`config.mk`:
```
export PLATFORM = sky130hd
export DESIGN_NAME = int_entry_seq
export DESIGN_NICKNAME = d
export VERILOG_FILES = /design/src/rtl/iseq_pkg.sv /design/src/rtl/iseq_fsm.sv /design/src/rtl/iseq_sp.sv /design/src/rtl/iseq_vec.sv /design/src/rtl/int_entry_seq.sv
export SDC_FILE = /design/constraint.sdc
export NUM_CORES = 1
export LEC_CHECK = 0
export ABC_CLOCK_PERIOD_IN_PS = 2700
export CAP_MARGIN = 20
export CORE_MARGIN = 2
export CORE_UTILIZATION = 35
export CTS_BUF_LIST = sky130_fd_sc_hd__clkbuf_16
export CTS_CLUSTER_SIZE = 16
export DETAILED_ROUTE_END_ITERATION = 8
export PLACE_DENSITY = 0.71
export SLEW_MARGIN = 25
export SYNTH_ARGS = -nofsm -noshare
export SYNTH_HDL_FRONTEND = slang
export SYNTH_SLANG_ARGS = --single-unit
```
`constraint.sdc`:
```
create_clock -name clk -period 2.7 [get_ports clk]
set_input_delay 0.54 -clock clk [delete_from_list [all_inputs] [get_ports clk]]
set_output_delay 0.54 -clock clk [all_outputs]
set_load 0.02 [all_outputs]
```
`src/rtl/iseq_pkg.sv`:
```
`timescale 1ns/1ps
package iseq_pkg;

  typedef enum logic [3:0] {
    S_IDLE,
    S_PUSH_F,
    S_PUSH_CS,
    S_PUSH_IP,
    S_RD_IP,
    S_RD_CS,
    S_WAIT_E,
    S_POP_IP,
    S_POP_CS,
    S_POP_F,
    S_WAIT_R
  } seq_state_t;

  typedef enum logic [1:0] {
    VC_DEDICATED = 2'd0,
    VC_RESERVED  = 2'd1,
    VC_AVAILABLE = 2'd2
  } vec_class_t;

  function automatic logic is_push(seq_state_t s);
    return (s == S_PUSH_F) || (s == S_PUSH_CS) || (s == S_PUSH_IP);
  endfunction

  function automatic logic is_pop(seq_state_t s);
    return (s == S_POP_IP) || (s == S_POP_CS) || (s == S_POP_F);
  endfunction

endpackage

```
`src/rtl/iseq_fsm.sv`:
```
`timescale 1ns/1ps
module iseq_fsm
  import iseq_pkg::*;
(
  input  logic       clk,
  input  logic       rst,
  input  logic       start_i,
  input  logic       ret_i,
  output seq_state_t state_q,
  output seq_state_t state_d
);

  // Each non-idle state lasts exactly one cycle; start outranks return.
  always_comb begin
    state_d = state_q;
    unique case (state_q)
      S_IDLE: begin
        if (start_i)    state_d = S_PUSH_F;
        else if (ret_i) state_d = S_POP_IP;
      end
      S_PUSH_F:  state_d = S_PUSH_CS;
      S_PUSH_CS: state_d = S_PUSH_IP;
      S_PUSH_IP: state_d = S_RD_IP;
      S_RD_IP:   state_d = S_RD_CS;
      S_RD_CS:   state_d = S_WAIT_E;
      S_WAIT_E:  state_d = S_IDLE;
      S_POP_IP:  state_d = S_POP_CS;
      S_POP_CS:  state_d = S_POP_F;
      S_POP_F:   state_d = S_WAIT_R;
      S_WAIT_R:  state_d = S_IDLE;
      default:   state_d = S_IDLE;
    endcase
  end

  always_ff @(posedge clk) begin
    if (rst) state_q <= S_IDLE;
    else     state_q <= state_d;
  end

endmodule

```
`src/rtl/iseq_sp.sv`:
```
`timescale 1ns/1ps
module iseq_sp #(
  parameter int          SP_W     = 16,
  parameter logic [15:0] SP_RESET = 16'hFFFE
) (
  input  logic            clk,
  input  logic            rst,
  input  logic            dec_i,
  input  logic            inc_i,
  output logic [SP_W-1:0] sp_q,
  output logic [SP_W-1:0] sp_d
);

  localparam logic [SP_W-1:0] STEP = SP_W'(2);

  // Decrement lands on the edge entering a push; increment on the edge leaving a pop.
  always_comb begin
    sp_d = sp_q;
    if (dec_i)      sp_d = sp_q - STEP;
    else if (inc_i) sp_d = sp_q + STEP;
  end

  always_ff @(posedge clk) begin
    if (rst) sp_q <= SP_W'(SP_RESET);
    else     sp_q <= sp_d;
  end

endmodule

```
`src/rtl/iseq_vec.sv`:
```
`timescale 1ns/1ps
module iseq_vec
  import iseq_pkg::*;
#(
  parameter int TYPE_W   = 8,
  parameter int ADDR_W   = 20,
  parameter int DED_LAST = 4,
  parameter int RES_LAST = 31
) (
  input  logic [TYPE_W-1:0] vec_type_i,
  output logic [ADDR_W-1:0] base_ip_o,
  output logic [ADDR_W-1:0] base_cs_o,
  output vec_class_t        class_o
);

  localparam int PAD_W = ADDR_W - TYPE_W - 2;

  // Entry base = type * 4; low word holds IP, high word holds CS.
  assign base_ip_o = {{PAD_W{1'b0}}, vec_type_i, 2'b00};
  assign base_cs_o = {{PAD_W{1'b0}}, vec_type_i, 2'b10};

  always_comb begin
    if (vec_type_i <= TYPE_W'(DED_LAST))      class_o = VC_DEDICATED;
    else if (vec_type_i <= TYPE_W'(RES_LAST)) class_o = VC_RESERVED;
    else                                      class_o = VC_AVAILABLE;
  end

endmodule

```
`src/rtl/int_entry_seq.sv`:
```
`timescale 1ns/1ps
module int_entry_seq
  import iseq_pkg::*;
#(
  parameter int          DATA_W   = 16,
  parameter int          ADDR_W   = 20,
  parameter int          TYPE_W   = 8,
  parameter int          TF_BIT   = 8,
  parameter int          IF_BIT   = 9,
  parameter int          DED_LAST = 4,
  parameter int          RES_LAST = 31,
  parameter logic [15:0] SP_RESET = 16'hFFFE
) (
  input  logic              clk,
  input  logic              rst,
  input  logic              start_i,
  input  logic [TYPE_W-1:0] vec_type_i,
  input  logic              ret_i,
  input  logic              core_wr_i,
  input  logic [DATA_W-1:0] core_cs_i,
  input  logic [DATA_W-1:0] core_ip_i,
  input  logic [DATA_W-1:0] core_flags_i,
  output logic [DATA_W-1:0] cs_o,
  output logic [DATA_W-1:0] ip_o,
  output logic [DATA_W-1:0] flags_o,
  output logic [DATA_W-1:0] sp_o,
  output logic              busy_o,
  output logic [1:0]        vec_class_o,
  output logic              mem_req_o,
  output logic              mem_we_o,
  output logic              mem_stack_o,
  output logic [ADDR_W-1:0] mem_addr_o,
  output logic [DATA_W-1:0] mem_wdata_o,
  input  logic [DATA_W-1:0] mem_rdata_i
);

  localparam logic [DATA_W-1:0] CLR_MASK =
    (DATA_W'(1) << TF_BIT) | (DATA_W'(1) << IF_BIT);
  localparam int SP_PAD = ADDR_W - DATA_W;

  seq_state_t state_q, state_d;
  logic [DATA_W-1:0] sp_q, sp_d;
  logic [ADDR_W-1:0] vb_ip, vb_cs, vb_ip_q, vb_cs_q, stack_addr;
  vec_class_t        vclass, class_q;
  logic [DATA_W-1:0] cs_q, ip_q, flags_q, tmp_ip_q, tmp_cs_q;
  logic              busy_q;
  logic              req_d, we_d, stk_d;
  logic [ADDR_W-1:0] addr_d;
  logic [DATA_W-1:0] wd_d;
  logic              req_q, we_q, stk_q;
  logic [ADDR_W-1:0] addr_q;
  logic [DATA_W-1:0] wd_q;

  iseq_fsm u_fsm (
    .clk     (clk),
    .rst     (rst),
    .start_i (start_i),
    .ret_i   (ret_i),
    .state_q (state_q),
    .state_d (state_d)
  );

  iseq_sp #(
    .SP_W     (DATA_W),
    .SP_RESET (SP_RESET)
  ) u_sp (
    .clk   (clk),
    .rst   (rst),
    .dec_i (is_push(state_d)),
    .inc_i (is_pop(state_q)),
    .sp_q  (sp_q),
    .sp_d  (sp_d)
  );

  iseq_vec #(
    .TYPE_W   (TYPE_W),
    .ADDR_W   (ADDR_W),
    .DED_LAST (DED_LAST),
    .RES_LAST (RES_LAST)
  ) u_vec (
    .vec_type_i (vec_type_i),
    .base_ip_o  (vb_ip),
    .base_cs_o  (vb_cs),
    .class_o    (vclass)
  );

  assign stack_addr = {{SP_PAD{1'b0}}, sp_d};

  // Next bus word, decoded from the state being entered, then registered.
  always_comb begin
    req_d  = 1'b0;
    we_d   = 1'b0;
    stk_d  = 1'b0;
    addr_d = '0;
    wd_d   = '0;
    unique case (state_d)
      S_PUSH_F: begin
        req_d = 1'b1; we_d = 1'b1; stk_d = 1'b1;
        addr_d = stack_addr; wd_d = flags_q;
      end
      S_PUSH_CS: begin
        req_d = 1'b1; we_d = 1'b1; stk_d = 1'b1;
        addr_d = stack_addr; wd_d = cs_q;
      end
      S_PUSH_IP: begin
        req_d = 1'b1; we_d = 1'b1; stk_d = 1'b1;
        addr_d = stack_addr; wd_d = ip_q;
      end
      S_RD_IP: begin
        req_d = 1'b1; addr_d = vb_ip_q;
      end
      S_RD_CS: begin
        req_d = 1'b1; addr_d = vb_cs_q;
      end
      S_POP_IP, S_POP_CS, S_POP_F: begin
        req_d = 1'b1; stk_d = 1'b1; addr_d = stack_addr;
      end
      default: ;
    endcase
  end

  always_ff @(posedge clk) begin
    if (rst) begin
      req_q  <= 1'b0;
      we_q   <= 1'b0;
      stk_q  <= 1'b0;
      addr_q <= '0;
      wd_q   <= '0;
      busy_q <= 1'b0;
    end else begin
      req_q  <= req_d;
      we_q   <= we_d;
      stk_q  <= stk_d;
      addr_q <= addr_d;
      wd_q   <= wd_d;
      busy_q <= (state_d != S_IDLE);
    end
  end

  // Architectural registers and the capture of read data one cycle after each read.
  always_ff @(posedge clk) begin
    if (rst) begin
      cs_q     <= '0;
      ip_q     <= '0;
      flags_q  <= '0;
      tmp_ip_q <= '0;
      tmp_cs_q <= '0;
      vb_ip_q  <= '0;
      vb_cs_q  <= '0;
      class_q  <= VC_DEDICATED;
    end else begin
      unique case (state_q)
        S_IDLE: begin
          if (start_i) begin
            flags_q <= flags_q & ~CLR_MASK;
            vb_ip_q <= vb_ip;
            vb_cs_q <= vb_cs;
            class_q <= vclass;
          end else if (!ret_i && core_wr_i) begin
            cs_q    <= core_cs_i;
            ip_q    <= core_ip_i;
            flags_q <= core_flags_i;
          end
        end
        S_RD_CS:  tmp_ip_q <= mem_rdata_i;
        S_WAIT_E: begin
          ip_q <= tmp_ip_q;
          cs_q <= mem_rdata_i;
        end
        S_POP_CS: tmp_ip_q <= mem_rdata_i;
        S_POP_F:  tmp_cs_q <= mem_rdata_i;
        S_WAIT_R: begin
          ip_q    <= tmp_ip_q;
          cs_q    <= tmp_cs_q;
          flags_q <= mem_rdata_i;
        end
        default: ;
      endcase
    end
  end

  assign cs_o        = cs_q;
  assign ip_o        = ip_q;
  assign flags_o     = flags_q;
  assign sp_o        = sp_q;
  assign busy_o      = busy_q;
  assign vec_class_o = class_q;
  assign mem_req_o   = req_q;
  assign mem_we_o    = we_q;
  assign mem_stack_o = stk_q;
  assign mem_addr_o  = addr_q;
  assign mem_wdata_o = wd_q;

endmodule

```
== Word level (Yosys, flattened, before mapping) ==
Cells that the tools add are included.

* Flip-flop bits (word level): 159
* Input port bits: 77
* Output and inout bits: 106
* Word-level logic and storage cells: 84

* Add/subtract/negate cells: 2
* Magnitude comparators: 2
* Equal/unequal tests: 21
* Multiplexer cells: 21
* Reductions and logical operators: 21

{| class="wikitable"
|+ Operators with widths
! kind !! count
|-
| one-hot mux 16 bit (3 select lines) || 3
|-
| 2-to-1 mux 16 bit || 8
|-
| one-hot mux 16 bit (2 select lines) || 2
|-
| one-hot mux 4 bit (9 select lines) || 1
|-
| equality test 4 x 3 -> 1 bit (second input constant) || 7
|-
| equality test 4 bit (second input constant) || 5
|-
| adder 16 x 2 -> 16 bit (second input constant) || 1
|-
| equality test 4 x 2 -> 1 bit (second input constant) || 4
|-
| subtractor 16 x 2 -> 16 bit (second input constant) || 1
|-
| AND reduction 3 bit || 3
|-
| equality test 4 x 1 -> 1 bit (second input constant) || 2
|-
| less-or-equal comparator 8 x 3 -> 1 bit (second input constant) || 1
|-
| less-or-equal comparator 8 x 5 -> 1 bit (second input constant) || 1
|-
| 2-to-1 mux 4 bit || 2
|-
| OR reduction 8 bit || 1
|-
| OR reduction 6 bit || 1
|-
| zero test 4 bit || 1
|-
| logical OR 1 bit || 4
|-
| 2-to-1 mux 2 bit || 2
|-
| != test 2 bit (second input constant) || 2
|-
| AND reduction 2 bit || 2
|-
| nonzero test 2 bit || 2
|-
| nonzero test 4 bit || 1
|-
| OR reduction 2 bit || 2
|-
| 6 further kinds || 8
|}

== Longest topological paths before layout ==
* Depth in word-level cells: 8
* Gate-level depth with buffers: 9
* Mapped depth without buffers: 7

== Hierarchy ==
A second synthesis with hierarchy kept.

* Cell total of the unflattened synthesis: 949
* Area total of the unflattened synthesis: 7995.2 um2

{| class="wikitable"
|+ By module, submodules not included
! module !! instances !! cells each !! area each (um2) !! sequential area each (um2)
|-
| int_entry_seq || 1 || 751 || 6321.1 || 3243.1
|-
| iseq_sp || 1 || 125 || 1109.8 || 300.3
|-
| iseq_vec || 1 || 46 || 336.6 || 0.0
|-
| iseq_fsm || 1 || 27 || 227.7 || 80.1
|}

== Worst setup path before layout ==
OpenSTA, ideal clock, no wires.

* Kind: reg2reg
* From: reg u_sp.sp_q[8]
* To: reg addr_q[15] (netlist: mem_addr_o[15])
* Setup time: 115 ps
* Data arrival time: 1914 ps
* Required time: 2585 ps
* Path slack: 671 ps
* Cell stages (with the launch flop): 6
* Path buffers: 0
* Clock period less this slack: 2029 ps
* Cells stage by stage: dfxtp_1 or4_4 or3_1 nor4_1 o21ai_0 and3_1

* Cells in the longest elaborated chain, start to end: 4
* Elaborated cells between the ends (all ways): 5
* Classes of those cells: add/sub: 2; mux: 3

{| class="wikitable"
|+ Ends and longest elaborated chain
! element !! RTL line !! RTL
|-
| from (decl) || iseq_sp.sv:10 || <nowiki>output logic [SP_W-1:0] sp_q,</nowiki>
|-
| from (signal assigned) || iseq_sp.sv:24 || <nowiki>if (rst) sp_q <= SP_W'(SP_RESET);</nowiki>
|-
| from (signal assigned) || iseq_sp.sv:25 || <nowiki>else sp_q <= sp_d;</nowiki>
|-
| adder 16 x 2 -> 16 bit || iseq_sp.sv:20 || <nowiki>else if (inc_i) sp_d = sp_q + STEP;</nowiki>
|-
| 2-to-1 mux 16 bit || iseq_sp.sv:20 ||
|-
| 2-to-1 mux 16 bit (*) || iseq_sp.sv:19 || <nowiki>if (dec_i) sp_d = sp_q - STEP;</nowiki>
|-
| one-hot mux 16 bit (3 select lines) (*) || int_entry_seq.sv:96 || <nowiki>unique case (state_d)</nowiki>
|-
| to (signal assigned) || int_entry_seq.sv:134 || <nowiki>addr_q <= addr_d;</nowiki>
|-
| to (decl) || int_entry_seq.sv:51 || <nowiki>logic [ADDR_W-1:0] addr_q;</nowiki>
|}

Mark *: on every way between the ends. The rest lies on a longest branch, timed or not.
A chain may end at the register's enable or synchronous reset.

== Worst setup path in the final report ==
* From: reg u_fsm.state_q[2]
* To: reg cs_q[9] (netlist: cs_o[9])

* Cells in the longest elaborated chain, start to end: 3
* Elaborated cells between the ends (all ways): 8
* Classes of those cells: eq/ne: 4; mux: 1; reduce/logical: 3

{| class="wikitable"
|+ Ends and longest elaborated chain
! element !! RTL line !! RTL
|-
| from (decl) || iseq_fsm.sv:9 || <nowiki>output seq_state_t state_q,</nowiki>
|-
| from (signal assigned) || iseq_fsm.sv:37 || <nowiki>else state_q <= state_d;</nowiki>
|-
| equality test 4 bit (tied with other cells) || int_entry_seq.sv:152 || <nowiki>unique case (state_q)</nowiki>
|-
| nonzero test 3 bit (no source line) or != test 2 bit (tied branches) || -- ||
|-
| AND reduction 3 bit (no source line) || -- ||
|-
| to (signal assigned) || int_entry_seq.sv:160 || <nowiki>cs_q <= core_cs_i;</nowiki>
|-
| to (signal assigned) || int_entry_seq.sv:168 || <nowiki>cs_q <= mem_rdata_i;</nowiki>
|-
| to (signal assigned) || int_entry_seq.sv:174 || <nowiki>cs_q <= tmp_cs_q;</nowiki>
|-
| to (decl) || int_entry_seq.sv:45 || <nowiki>logic [DATA_W-1:0] cs_q, ip_q, flags_q, tmp_ip_q, tmp_cs_q;</nowiki>
|}

Parallel ways exist; a longest one is shown, timed or not.

==> results.sh <==
export IMPL_outcome="completed"
export IMPL_grt_pass1_vias=5772
export IMPL_antenna_found_initial=0
export IMPL_clk_pin_slew_ns=0.06
export IMPL_grt_max_degree=67
export IMPL_ant_nets=0
export IMPL_areaGrowthSynthToFinish_pct=41.39
export IMPL_wl_um=19860
export IMPL_slew_viol_final=0
export IMPL_period_minus_slack_ns=2.436
export IMPL_fp_coreArea_um2=17840
export IMPL_r2r_start="u_fsm.state_q[2]$_SDFF_PP0_"
export IMPL_holdCritPathClass="reg2reg"
export IMPL_cts_sinks=145
export IMPL_num_vias=6119
export IMPL_cp_max_fo=20
export IMPL_hold_viol=0
export IMPL_cp_data_required_time_ns=3.02
export IMPL_synth_edf_count=0
export IMPL_finClkSkew_ns=0.01094
export IMPL_port_buffers=176
export IMPL_tritoncts_num_buffers=17
export IMPL_cap_violations=0
export IMPL_wl_per_cell_um=17.41
export IMPL_dr_first_iter_drc_count=554
export IMPL_clk_latency_ns=0.43
export IMPL_p_sw_mw=1.877
export IMPL_gp_congestion=0.9140
export IMPL_postCtsSetupBuffers=0
export IMPL_synth_distinct_cells=71
export IMPL_path_class="reg2reg"
export IMPL_powerDensity_nw_per_um2=684.4
export IMPL_whs_path_depth=2
export IMPL_cp_startpoint="u_fsm.state_q[2]$_SDFF_PP0_"
export IMPL_avgSynthCellArea_um2=8.615
export IMPL_cts_root_buf="clkbuf_16"
export IMPL_max_freq_mhz=410.5
export IMPL_ir_drop_mv=0.4594
export IMPL_holdCritStartpoint="vb_cs_q[7]$_SDFFE_PP0P_"
export IMPL_cts_tree="built"
export IMPL_grt_pass1_wl_um=31380
export IMPL_cts_buffer_depth=2
export IMPL_p_sw_frac=0.3071
export IMPL_diodes=0
export IMPL_p_leak_nw=3.131
export IMPL_rsz0062_at_grt="false"
export IMPL_h_tree_depth=4
export IMPL_io_pins=183
export IMPL_postPlaceCellArea_um2=8369
export IMPL_setup_viol=0
export IMPL_drive_above_1_share=0.09211
export IMPL_synth_warnings=0
export IMPL_crit_arrival_ns=2.76
export IMPL_r2r_cells=6
export IMPL_synth_top_cell_by_area="dfxtp_1"
export IMPL_stdcell_area_um2=8929
export IMPL_die_w_um=138.3
export IMPL_holdBufCountCts=0
export IMPL_viasPerCell=5.363
export IMPL_ys_ff_latch=145
export IMPL_endpoint_kind="flip-flop"
export IMPL_cts_resized=0
export IMPL_final_cell_mix="clkdlybuf4s50_1 (175), dfxtp_1 (145), nand2_1 (106), nor2_1 (103), a21oi_1 (45)"
export IMPL_synth_top_area_frac=0.4597
export IMPL_nNetsFinal=978
export IMPL_synthTopCellsByArea="dfxtp_1 (46%), nand2_1 (6.3%), nor2_1 (6.2%)"
export IMPL_yosysSeqAreaShare=0.4597
export IMPL_drcViolationCount=0
export IMPL_rows=49
export IMPL_seqPwrFrac=0.405
export IMPL_synthFlopType="dfxtp_1"
export IMPL_p_int_mw=4.234
export IMPL_tns_ns=0
export IMPL_async_flop_share=0
export IMPL_p_comb_frac=0.230
export IMPL_cp_start_kind="flip-flop"
export IMPL_netlist_area_um2=6315
export IMPL_p_clk_frac=0.364
export IMPL_drt_first_pass_iters=8
export IMPL_hpwl_um=14020
export IMPL_maxSlewHeadroom=0.4178
export IMPL_fin_crit_sh=0.9022
export IMPL_tightest_slew_ns=0.8724
export IMPL_final_common_cell="clkdlybuf4s50_1"
export IMPL_die_h_um=138.3
export IMPL_grt_ovfl_total=0
export IMPL_initial_core_util=0.3540
export IMPL_netlist_instances=733
export IMPL_grt_total_usage=0.2045
export IMPL_die_area_um2=19130
==> sequential cells by signal, indices dropped and copies added (netlist names) <==
name           flops
flags_o           16
mem_stack_o        1
u_sp.sp_q         15
mem_req_o          1
ip_o              16
cs_o              16
busy_o             1
tmp_ip_q          16
vb_cs_q            9
mem_we_o           1
vec_class_o        2
mem_wdata_o       16
u_fsm.state_q      4
mem_addr_o        15
tmp_cs_q          16
==> worst max-delay path: stages (launching register included) <==
cell      delay (ns)
dfxtp_1         0.62
buf_4           0.24
nor4bb_4        0.06
nor2_2          0.68
buf_4           0.34
nand2_1         0.08
a311oi_1        0.30
==> power groups by stage <==
stage / clock (mW) / combinational [mW] / sequential [mW]
floorplan: 0 / 0.606 / 2.64
global placement: 0 / 1.39 / 2.52
detailed placement: 0 / 1.39 / 2.52
CTS: 2.26 / 1.40 / 2.48
global route: 2.36 / 1.51 / 2.50
finish: 2.23 / 1.41 / 2.48
==> area by class of cell <==
type | instances | area, um2
clock buffers | 17 | 425.4
clock inverters | 15 | 133.9
fillers | 1691 | 8912
inverters | 9 | 33.78
multi-input cells | 521 | 3157
flip-flops and latches | 145 | 2903
well taps | 229 | 286.5
repair buffers | 205 | 1989
==> layer usage <==
metal | wire length [um] | track usage | vias to the layer above
li1 | - | - | 2969
met1 | 8896 | 0.2719 | 2906
met2 | 9318 | 0.3223 | 222
met3 | 1279 | 0.05438 | 22
met4 | 367 | 0.07089 | 0
met5 | 0 | 0 | -
==> cells by family (layout without fill, tap and decap cells) <==
group / Yosys count / after routing / synth area share
AOI/OAI and AO/OA: 190 / 190 / 0.2213
DFF: 145 / 145 / 0.4597
xor gates and xnor gates: 12 / 12 / 0.01664
and+or+nand+nor: 295 / 295 / 0.2203
other: 1 / 6 / 0.0005938
buffers and inverters: 72 / 246 / 0.05211
adders and majority gates: 2 / 2 / 0.003962
muxes: 16 / 16 / 0.02536
==> cells in the mapped netlist (all sizes together) (2+ instances only) <==
| cell type | instances |
|---|---|
| dfxtp | 145 |
| nand2 | 108 |
| nor2 | 106 |
| a21oi | 46 |
| clkbuf | 36 |
| a311oi | 33 |
| buf | 27 |
| o21ai | 24 |
| a211oi | 20 |
| nor3b | 20 |
| a222oi | 16 |
| a22oi | 16 |
| mux2i | 16 |
| xnor2 | 11 |
| inv | 8 |
| nand3 | 7 |
| nor3 | 7 |
| and2 | 6 |
| o32ai | 6 |
| or3 | 6 |
| nand3b | 4 |
| or2 | 4 |
| a21o | 3 |
| a31oi | 3 |
| a32oi | 3 |
| and3 | 3 |
| nand2b | 3 |
| nor4 | 3 |
| nor4b | 3 |
| nor4bb | 3 |
| o2111ai | 3 |
| or4 | 3 |
| a22o | 2 |
| ha | 2 |
| nand4 | 2 |
| nor2b | 2 |
| o21a | 2 |
| o311a | 2 |
| or3b | 2 |
==> worst paths after layout <==
| check | slack (ns) | end |
|---|---|---|
| worst max register to register | 0.26 | cs_o[9]$_SDFFE_PP0P_ |
| worst min register to register | 0.46 | vb_cs_q[7]$_SDFFE_PP0P_ |
| worst max-delay path | 0.26 | cs_o[9]$_SDFFE_PP0P_ |
| worst min-delay path | 0.46 | vb_cs_q[7]$_SDFFE_PP0P_ |
==> per-stage QoR <==
| step | worst slack [ns] | util | hold slack, ns | std cells | power [mW] |
|---|---|---|---|---|---|
| detailed placement | 0.2294 | 0.4691 | 0.4473 | 1109 | 3.919 |
| global placement | 0.2629 | 0.4691 | 0.4424 | 1109 | 3.916 |
| CTS | 0.2469 | 0.5005 | 0.4561 | 1141 | 6.138 |
| floorplan | 0.6707 | - | 0.4249 | 738 | 3.249 |
| finish | 0.2640 | 0.5005 | 0.4552 | 1141 | 6.111 |
| global route | 0.1091 | 0.5005 | 0.4691 | 1141 | 6.373 |
Power figures use the tool's default switching activity.
